## src/rtl/f2i_pkg.sv

```systemverilog
package f2i_pkg;
  typedef enum logic [2:0] {
    CLS_ZERO   = 3'd0,
    CLS_NORMAL = 3'd1,
    CLS_INF    = 3'd2,
    CLS_QNAN   = 3'd3,
    CLS_SNAN   = 3'd4
  } fclass_e;

  // Strobes from the control decoder to the datapath
  typedef struct packed {
    logic passZero;   // zero class: clean zero result
    logic special;    // inf / NaN: saturate, no overflow flag
    logic bigExp;     // exponent beyond integer width: saturate with overflow
    logic negExp;     // exponent below zero: shift everything out
    logic numeric;    // finite value that needs the range check
  } f2i_ctrl_t;
endpackage

```

## src/rtl/f2i_ctrl.sv

```systemverilog
module f2i_ctrl
  import f2i_pkg::*;
#(
  parameter int INT_W = 32,
  parameter int EXP_W = 12
) (
  input  logic [2:0]             inClass,
  input  logic signed [EXP_W-1:0] inExp,
  output f2i_ctrl_t              strb
);
  localparam int EXP_LIMIT = INT_W;

  fclass_e cls;
  logic expTooBig;

  always_comb begin
    cls       = fclass_e'(inClass);
    expTooBig = int'(inExp) >= EXP_LIMIT;
    strb      = '0;
    unique case (cls)
      CLS_ZERO:   strb.passZero = 1'b1;
      CLS_NORMAL: begin
        strb.bigExp  = expTooBig;
        strb.negExp  = inExp < 0;
        strb.numeric = !expTooBig;
      end
      default:    strb.special = 1'b1;
    endcase
  end
endmodule

```

## src/rtl/f2i_datapath.sv

```systemverilog
module f2i_datapath
  import f2i_pkg::*;
#(
  parameter int INT_W  = 32,
  parameter int EXP_W  = 12,
  parameter int MANT_W = 64
) (
  input  logic                    clk,
  input  logic                    rstN,
  input  logic                    inValid,
  input  logic [2:0]              inClass,
  input  logic                    inSign,
  input  logic signed [EXP_W-1:0] inExp,
  input  logic [MANT_W-1:0]       inMant,
  input  f2i_ctrl_t               strb,
  output logic                    outValid,
  output logic [INT_W-1:0]        outInt,
  output logic                    outInexact,
  output logic                    outInvalid,
  output logic                    outOverflow
);
  localparam logic [INT_W-1:0] MIN_PAT = {1'b1, {(INT_W-1){1'b0}}};
  localparam logic [INT_W-1:0] MAX_PAT = ~MIN_PAT;

  int                 shAmt;
  logic [MANT_W-1:0]  shifted, lowMask;
  logic [INT_W-1:0]   magN;
  logic               sticky, magOvf, saturate;
  logic [INT_W-1:0]   nextInt;
  logic               nextInexact, nextInvalid, nextOverflow;

  // Alignment: integer part of the operand lands in the low bits
  always_comb begin
    if (strb.negExp || !strb.numeric) shAmt = MANT_W;
    else                              shAmt = MANT_W - 1 - int'(inExp);
    shifted = inMant >> shAmt;
    lowMask = ~({MANT_W{1'b1}} << shAmt);
    sticky  = |(inMant & lowMask);
    magN    = shifted[INT_W-1:0];
    magOvf  = {1'b0, magN} >= ({1'b0, MIN_PAT} + {{INT_W{1'b0}}, inSign});
  end

  // Result select
  always_comb begin
    saturate     = strb.special | strb.bigExp | (strb.numeric & magOvf);
    nextInt      = '0;
    nextInexact  = 1'b0;
    nextInvalid  = 1'b0;
    nextOverflow = 1'b0;
    if (strb.passZero) begin
      nextInt = '0;
    end else if (saturate) begin
      nextInt      = inSign ? MIN_PAT : MAX_PAT;
      nextInvalid  = 1'b1;
      nextOverflow = !strb.special;
    end else begin
      nextInt     = inSign ? (~magN + 1'b1) : magN;
      nextInexact = sticky;
    end
  end

  always_ff @(posedge clk or negedge rstN) begin
    if (!rstN) begin
      outValid    <= 1'b0;
      outInt      <= '0;
      outInexact  <= 1'b0;
      outInvalid  <= 1'b0;
      outOverflow <= 1'b0;
    end else begin
      outValid    <= inValid;
      outInt      <= nextInt;
      outInexact  <= nextInexact;
      outInvalid  <= nextInvalid;
      outOverflow <= nextOverflow;
    end
  end

  assert_valid_rise_R10: assert property (@(posedge clk) disable iff (!rstN)
    inValid |=> outValid);
  assert_valid_fall_R10: assert property (@(posedge clk) disable iff (!rstN)
    !inValid |=> !outValid);
  assert_sat_value_R8: assert property (@(posedge clk) disable iff (!rstN)
    (outValid && outInvalid) |-> ((outInt == MIN_PAT || outInt == MAX_PAT) && !outInexact));
  assert_overflow_invalid_R6: assert property (@(posedge clk) disable iff (!rstN)
    outOverflow |-> outInvalid);
  assert_zero_class_R1: assert property (@(posedge clk) disable iff (!rstN)
    (inValid && inClass == 3'd0) |=> (outInt == '0 && !outInexact && !outInvalid && !outOverflow));
  assert_sign_R3: assert property (@(posedge clk) disable iff (!rstN)
    (inValid && inClass == 3'd1 && inSign) |=> (outInvalid || outInt == '0 || outInt[INT_W-1]));
  assert_special_R9: assert property (@(posedge clk) disable iff (!rstN)
    (inValid && inClass >= 3'd2 && inClass <= 3'd4) |=> (outInvalid && !outOverflow));
endmodule

```

## src/rtl/f2i_convert.sv

```systemverilog
module f2i_convert
  import f2i_pkg::*;
#(
  parameter int INT_W  = 32,
  parameter int EXP_W  = 12,
  parameter int MANT_W = 64
) (
  input  logic                    clk,
  input  logic                    rstN,
  input  logic                    inValid,
  input  logic [2:0]              inClass,
  input  logic                    inSign,
  input  logic signed [EXP_W-1:0] inExp,
  input  logic [MANT_W-1:0]       inMant,
  output logic                    outValid,
  output logic [INT_W-1:0]        outInt,
  output logic                    outInexact,
  output logic                    outInvalid,
  output logic                    outOverflow
);
  f2i_ctrl_t strb;

  f2i_ctrl #(.INT_W(INT_W), .EXP_W(EXP_W)) u_ctrl (
    .inClass (inClass),
    .inExp   (inExp),
    .strb    (strb)
  );

  f2i_datapath #(.INT_W(INT_W), .EXP_W(EXP_W), .MANT_W(MANT_W)) u_dp (
    .clk         (clk),
    .rstN        (rstN),
    .inValid     (inValid),
    .inClass     (inClass),
    .inSign      (inSign),
    .inExp       (inExp),
    .inMant      (inMant),
    .strb        (strb),
    .outValid    (outValid),
    .outInt      (outInt),
    .outInexact  (outInexact),
    .outInvalid  (outInvalid),
    .outOverflow (outOverflow)
  );
endmodule

```

## config.mk

```make
export PLATFORM = sky130hd
export DESIGN_NAME = f2i_convert
export DESIGN_NICKNAME = d
export VERILOG_FILES = /design/src/rtl/f2i_pkg.sv /design/src/rtl/f2i_ctrl.sv /design/src/rtl/f2i_datapath.sv /design/src/rtl/f2i_convert.sv
export SDC_FILE = /design/constraint.sdc
export NUM_CORES = 1
export LEC_CHECK = 0
export ABC_CLOCK_PERIOD_IN_PS = 800
export CORE_MARGIN = 2
export CORE_UTILIZATION = 50
export DETAILED_ROUTE_END_ITERATION = 16
export PLACE_DENSITY = 0.86
export SETUP_SLACK_MARGIN = 0.3
export SKIP_LAST_GASP = 1
export SYNTH_ARGS = -nofsm -noshare
export SYNTH_HDL_FRONTEND = slang
export SYNTH_SLANG_ARGS = --single-unit
```

## constraint.sdc

```tcl
create_clock -name clk -period 0.8 [get_ports clk]
set_input_delay 0.16 -clock clk [delete_from_list [all_inputs] [get_ports clk]]
set_output_delay 0.16 -clock clk [all_outputs]
set_load 0.01 [all_outputs]
```

==> results of run 1 <==
-- Yosys cell counts (6+ instances only) --
cell,number,area [sq um]
o31ai_1,8,60.1
a21o_1,14,105
nor2_1,94,353
and2_1,11,68.8
a311oi_1,7,61.3
nor2b_1,8,50.1
or2_2,8,50.1
o22ai_1,8,50.1
a32o_1,23,230
or3_1,8,50.1
inv_1,9,33.8
a221oi_1,10,87.6
buf_2,20,100
mux2_2,14,158
nor3_1,74,370
a21oi_1,67,335
o211ai_1,7,52.6
clkbuf_1,44,165
a211oi_1,15,113
nand3_1,42,210
a2111oi_0,6,52.6
dfrtp_1,36,901
a31o_2,8,70.1
o21ai_0,71,355
nand4_1,24,150
a22oi_1,7,52.6
o2111ai_1,8,70.1
nand2_1,83,312
a32oi_1,10,87.6
mux2i_1,39,390
a31oi_1,27,169
nor4_1,34,213
-- per-stage QoR --
step	area, sq um	setup TNS (ns)	cells	util [%]	hold WS (ns)
floorplan	7030	-96.67	962	-	-0.136
CTS	12200	-106.70	1634	93.0	-0.284
global placement	11200	-129.15	1593	85.5	0.0288
detailed placement	11200	-140.84	1593	85.5	0.0301
-- cell families after synthesis --
family                   after synthesis
flip-flops                            36
buffers and inverters                 83
multiplexers                          53
adder cells (fa/ha/maj)                5
AO/OA/AOI/OAI                        356
AND/OR/NAND/NOR                      429
-- routing by layer --
metal	GRT overflow	track usage [%]
met5	4	71.0
met4	152	99.5
met3	30	85.3
met2	307	108
met1	40	92.2
-- repair_timing --
action / 4_1_cts
gates cloned: 3
pin swaps: 48
endpoints found under the hold margin: 24
setup endpoints to repair: 71
resized for setup: 336
setup buffers: 30
==> flow_metrics.env, run 1 <==
export IMPL_clock_path_buffers=2
export IMPL_synth_mux_area_share_pct=8.29
export IMPL_place_congestion=1.39
export IMPL_synth_top_family_by_area="compound AO/OA/AOI/OAI gates"
export IMPL_synth_cells=962
export IMPL_fp_dieH_um=119
export IMPL_error="[ERROR GRT-0116] Global routing finished with congestion. Check the congestion regions in the DRC Viewer."
export IMPL_seq_area_frac_synth_pct=13.6
export IMPL_grt_pass1_vias=16300
export IMPL_portBuffers=118
export IMPL_cts_buffers=5
export IMPL_die_x_um=119
export IMPL_grt_max_degree=35
export IMPL_cts_root_buf="clkbuf_16"
export IMPL_grt_overflow=533
export IMPL_place_ws_ns=-4.01
export IMPL_htree_levels=2
export IMPL_yosys_area_share_adder_pct=0.908
export IMPL_failed_stage="5_1_grt"
export IMPL_synth_seq_cells=36
export IMPL_syn_cell_area_sq_um=6610
export IMPL_cts_sinks=36
export IMPL_yosysUniqueCellTypes=88
export IMPL_synth_edff_count=0
export IMPL_ys_warn_count=0
export IMPL_dp_hpwl_mm=34.9
export IMPL_synthArstFlopShare_pct=100
export IMPL_ys_flop_type="dfrtp_1"
export IMPL_status="aborted with a tool error"
export IMPL_io_pins=119
export IMPL_rows=42
export IMPL_synth_compound_area_share_pct=38.1
export IMPL_track_usage_pct=95.7
export IMPL_synth_area_per_cell_sq_um=6.88
export IMPL_grt_pass1_wl_mm=104
export IMPL_initial_core_util_pct=50.5
export IMPL_synth_xor_area_share_pct=0
export IMPL_synth_simple_area_share_pct=33.7
export IMPL_syn_nets=1049
==> run 2, diff against run 1 <==
ABC_CLOCK_PERIOD_IN_PS = 1040   (was 800)
CORE_UTILIZATION = 40   (was 50)
PLACE_DENSITY = default   (was 0.86)
PLACE_DENSITY_LB_ADDON = 0.15   (was default)
SETUP_SLACK_MARGIN = default   (was 0.3)
clock period = 1.04 ns   (was 0.8 ns; I/O delays follow)
==> flow_metrics.env, run 2 <==
export IMPL_wl_per_cell_um=26.3
export IMPL_route_detailed_drc=0
export IMPL_crit_slowest_cell="or4_1"
export IMPL_synth_area_per_cell_sq_um=6.88
export IMPL_antenna_found_initial=2
export IMPL_startpoint_type="input port"
export IMPL_cts_sinks=36
export IMPL_required_ns=1.25
export IMPL_synth_seq_cells=36
export IMPL_core_area_sq_um=16300
export IMPL_dr_pass1_iters=7
export IMPL_portBuffers=118
export IMPL_syn_nets=1049
export IMPL_dr_wl_met3_mm=7.34
export IMPL_cts_tree="yes"
export IMPL_mostFrequentLayoutCell="buf_4"
export IMPL_hold_viol=0
export IMPL_status="finished with violations"
export IMPL_peakVddDrop_v=0.000740
export IMPL_synth_top_area_share_pct=13.6
export IMPL_wl_mm=45.4
export IMPL_cts_buffers=5
export IMPL_clock_path_buffers=2
export IMPL_final_cell_mix="buf_4 (463), nor2_1 (86), nand2_1 (81)"
export IMPL_htree_levels=2
export IMPL_setup_violations_final=36
export IMPL_grt_pass1_wl_mm=67.3
export IMPL_top_register="u_dp.outInt"
export IMPL_synth_top_cell_by_area="dfrtp_1"
export IMPL_critical_path_class="in -> reg"
export IMPL_period_share_pct=380
export IMPL_grt_max_degree=37
export IMPL_track_usage_pct=49.7
export IMPL_power_density_nw_per_um2=504
export IMPL_place_ws_ns=-3.82
export IMPL_fmax_mhz=253
export IMPL_crit_arrival_ns=4.16
export IMPL_final_nets=1590
export IMPL_ys_flop_type="dfrtp_1"
export IMPL_vias=12000
export IMPL_fin_setup_tns_ns=-99.20
export IMPL_crit_chain="buf_2 > or4_4 > buf_4 > buf_4 > nor3_4 > buf_12 > and2_1 > buf_4 > a221oi_1 > nand2_1 > a31oi_1 > or4_1 > and2_1 > a31o_4 > buf_6 > buf_16 > a21o_1 > a21oi_2"
export IMPL_holdCritPathClass="in -> reg"
export IMPL_syn_cell_area_sq_um=6610
export IMPL_p_total_w=0.00622
export IMPL_stdcell_area_sq_um=12300
export IMPL_critPathTopFamily="simple AND/OR/NAND/NOR gates"
export IMPL_yosysUniqueCellTypes=88
export IMPL_ant_nets=0
export IMPL_synth_cells=962
export IMPL_synth_most_common_cell="nor2_1"
export IMPL_place_congestion=1.19
export IMPL_top_layer_used="met5"
export IMPL_fin_ws_ns=-2.91
export IMPL_synth_area_leaders="dfrtp_1 (14%), mux2i_1 (5.9%), nor3_1 (5.6%)"
export IMPL_synthArstFlopShare_pct=100
export IMPL_initial_core_util_pct=40.5
export IMPL_cpPeakStageDelay_ns=0.62
export IMPL_via_per_inst=6.92
export IMPL_seq_area_frac_synth_pct=13.6
export IMPL_netlist_top_cells_count="nor2_1 (94), nand2_1 (83), nor3_1 (74), o21ai_0 (71), a21oi_1 (67)"
export IMPL_ys_warn_count=0
export IMPL_max_slew_margin_pct=33.7
export IMPL_cp_common_cell="buf_4"
export IMPL_fp_dieH_um=133
export IMPL_cts_root_buf="clkbuf_16"
export IMPL_drt_met1_wl_mm=16.3
export IMPL_clk_pin_slew_ns=0.06
export IMPL_wl_met2_mm=18.4
export IMPL_die_x_um=133
export IMPL_dp_hpwl_mm=34.7
export IMPL_cp_max_fo=23
export IMPL_endpoint_kind="flip-flop"
export IMPL_synth_edff_count=0
export IMPL_syn2layout_area_growth_pct=86.7
export IMPL_placed_cell_area_sq_um=11600
export IMPL_cap_viol_max_count=0
export IMPL_violations="setup timing"
export IMPL_drv_slew=0
export IMPL_largest_register_ff_count=32
export IMPL_grt_overflow=0
export IMPL_crit_buf_inv=7
export IMPL_io_pins=119
export IMPL_grt_pass1_vias=11300
export IMPL_drive_gt1_share_pct=46.7
export IMPL_die_area_sq_um=17600
export IMPL_rsz0062_at_grt="true"
export IMPL_initialDrtViolationCount=2171
export IMPL_rows=47
export IMPL_cellLeakagePower_nw=5.50
export IMPL_period_needed_ns=3.95
export IMPL_worst_slew_pin_slew_ns=0.982
-- run 2: cell counts after synthesis --
No cell type changed its count.
-- run 2: final timing paths --
check | startpoint | end | slack [ns] | depth (start not counted)
min in group asynchronous | rstN | u_dp.outInvalid | 0.43 | 3
max | inExp[8] | u_dp.outInt[7] | -2.91 | 18
min | inValid | u_dp.outValid | 0.35 | 1
max in group asynchronous | rstN | u_dp.outInt[0] | 0.41 | 3
-- run 2: repair_timing --
| action | CTS | global route |
|---|---|---|
| setup endpoints to repair | 71 | 36 |
| gates resized for setup | 257 | 46 |
| buffers inserted | 21 | 13 |
| hold buffers | 1 | 0 |
| cloned | 5 | 0 |
| hold endpoints to repair | 36 | 0 |
| pin swaps | 21 | 28 |
-- run 2: per-layer routing --
metal,vias to the layer above,track usage (%)
li1,4938,-
met1,5485,64.7
met2,1205,73.2
met3,329,17.3
met4,2,23.6
met5,-,0
-- run 2: stage by stage --
step           std cells  utilization, %  hold WS (ns)
2_1_floorplan        962               -       -0.0876
3_5_place_dp        1678            70.9         0.185
3_3_place_gp        1678            70.9         0.180
4_1_cts             1713            74.1         0.357
5_1_grt             1724            75.5         0.370
6_report            1727            75.5         0.353
-- run 2: cell type report --
type / instances / area, sq um
Tap cell: 220 / 275
Clock buffer: 6 / 129
Sequential cell: 36 / 901
Inverter: 10 / 50.0
Fill cell: 1252 / 4000
Clock inverter: 2 / 35.0
Timing Repair Buffer: 606 / 4880
Antenna cell: 3 / 7.51
Multi-Input combinational cell: 844 / 6070
-- run 2: power breakdown --
part | switching [W] | total, W | internal (W)
clock | 0.000617 | 0.00175 | 0.00113
sequential | 0.0000324 | 0.00154 | 0.00151
combinational | 0.00155 | 0.00294 | 0.00139
-- run 2: logic make-up (layout without fill, tap and decap cells) --
kind of cell    after synthesis  count (layout)  share of synthesized area [%]
flops                        36              36                           13.6
buf+inv                      83             624                           5.43
mux                          53              53                           8.29
other cells                   0               3                              0
compound gates              356             357                           38.1
fa+ha+maj                     5               5                          0.908
simple gates                429             429                           33.7
Note: power is estimated with default switching activity, not from simulation.
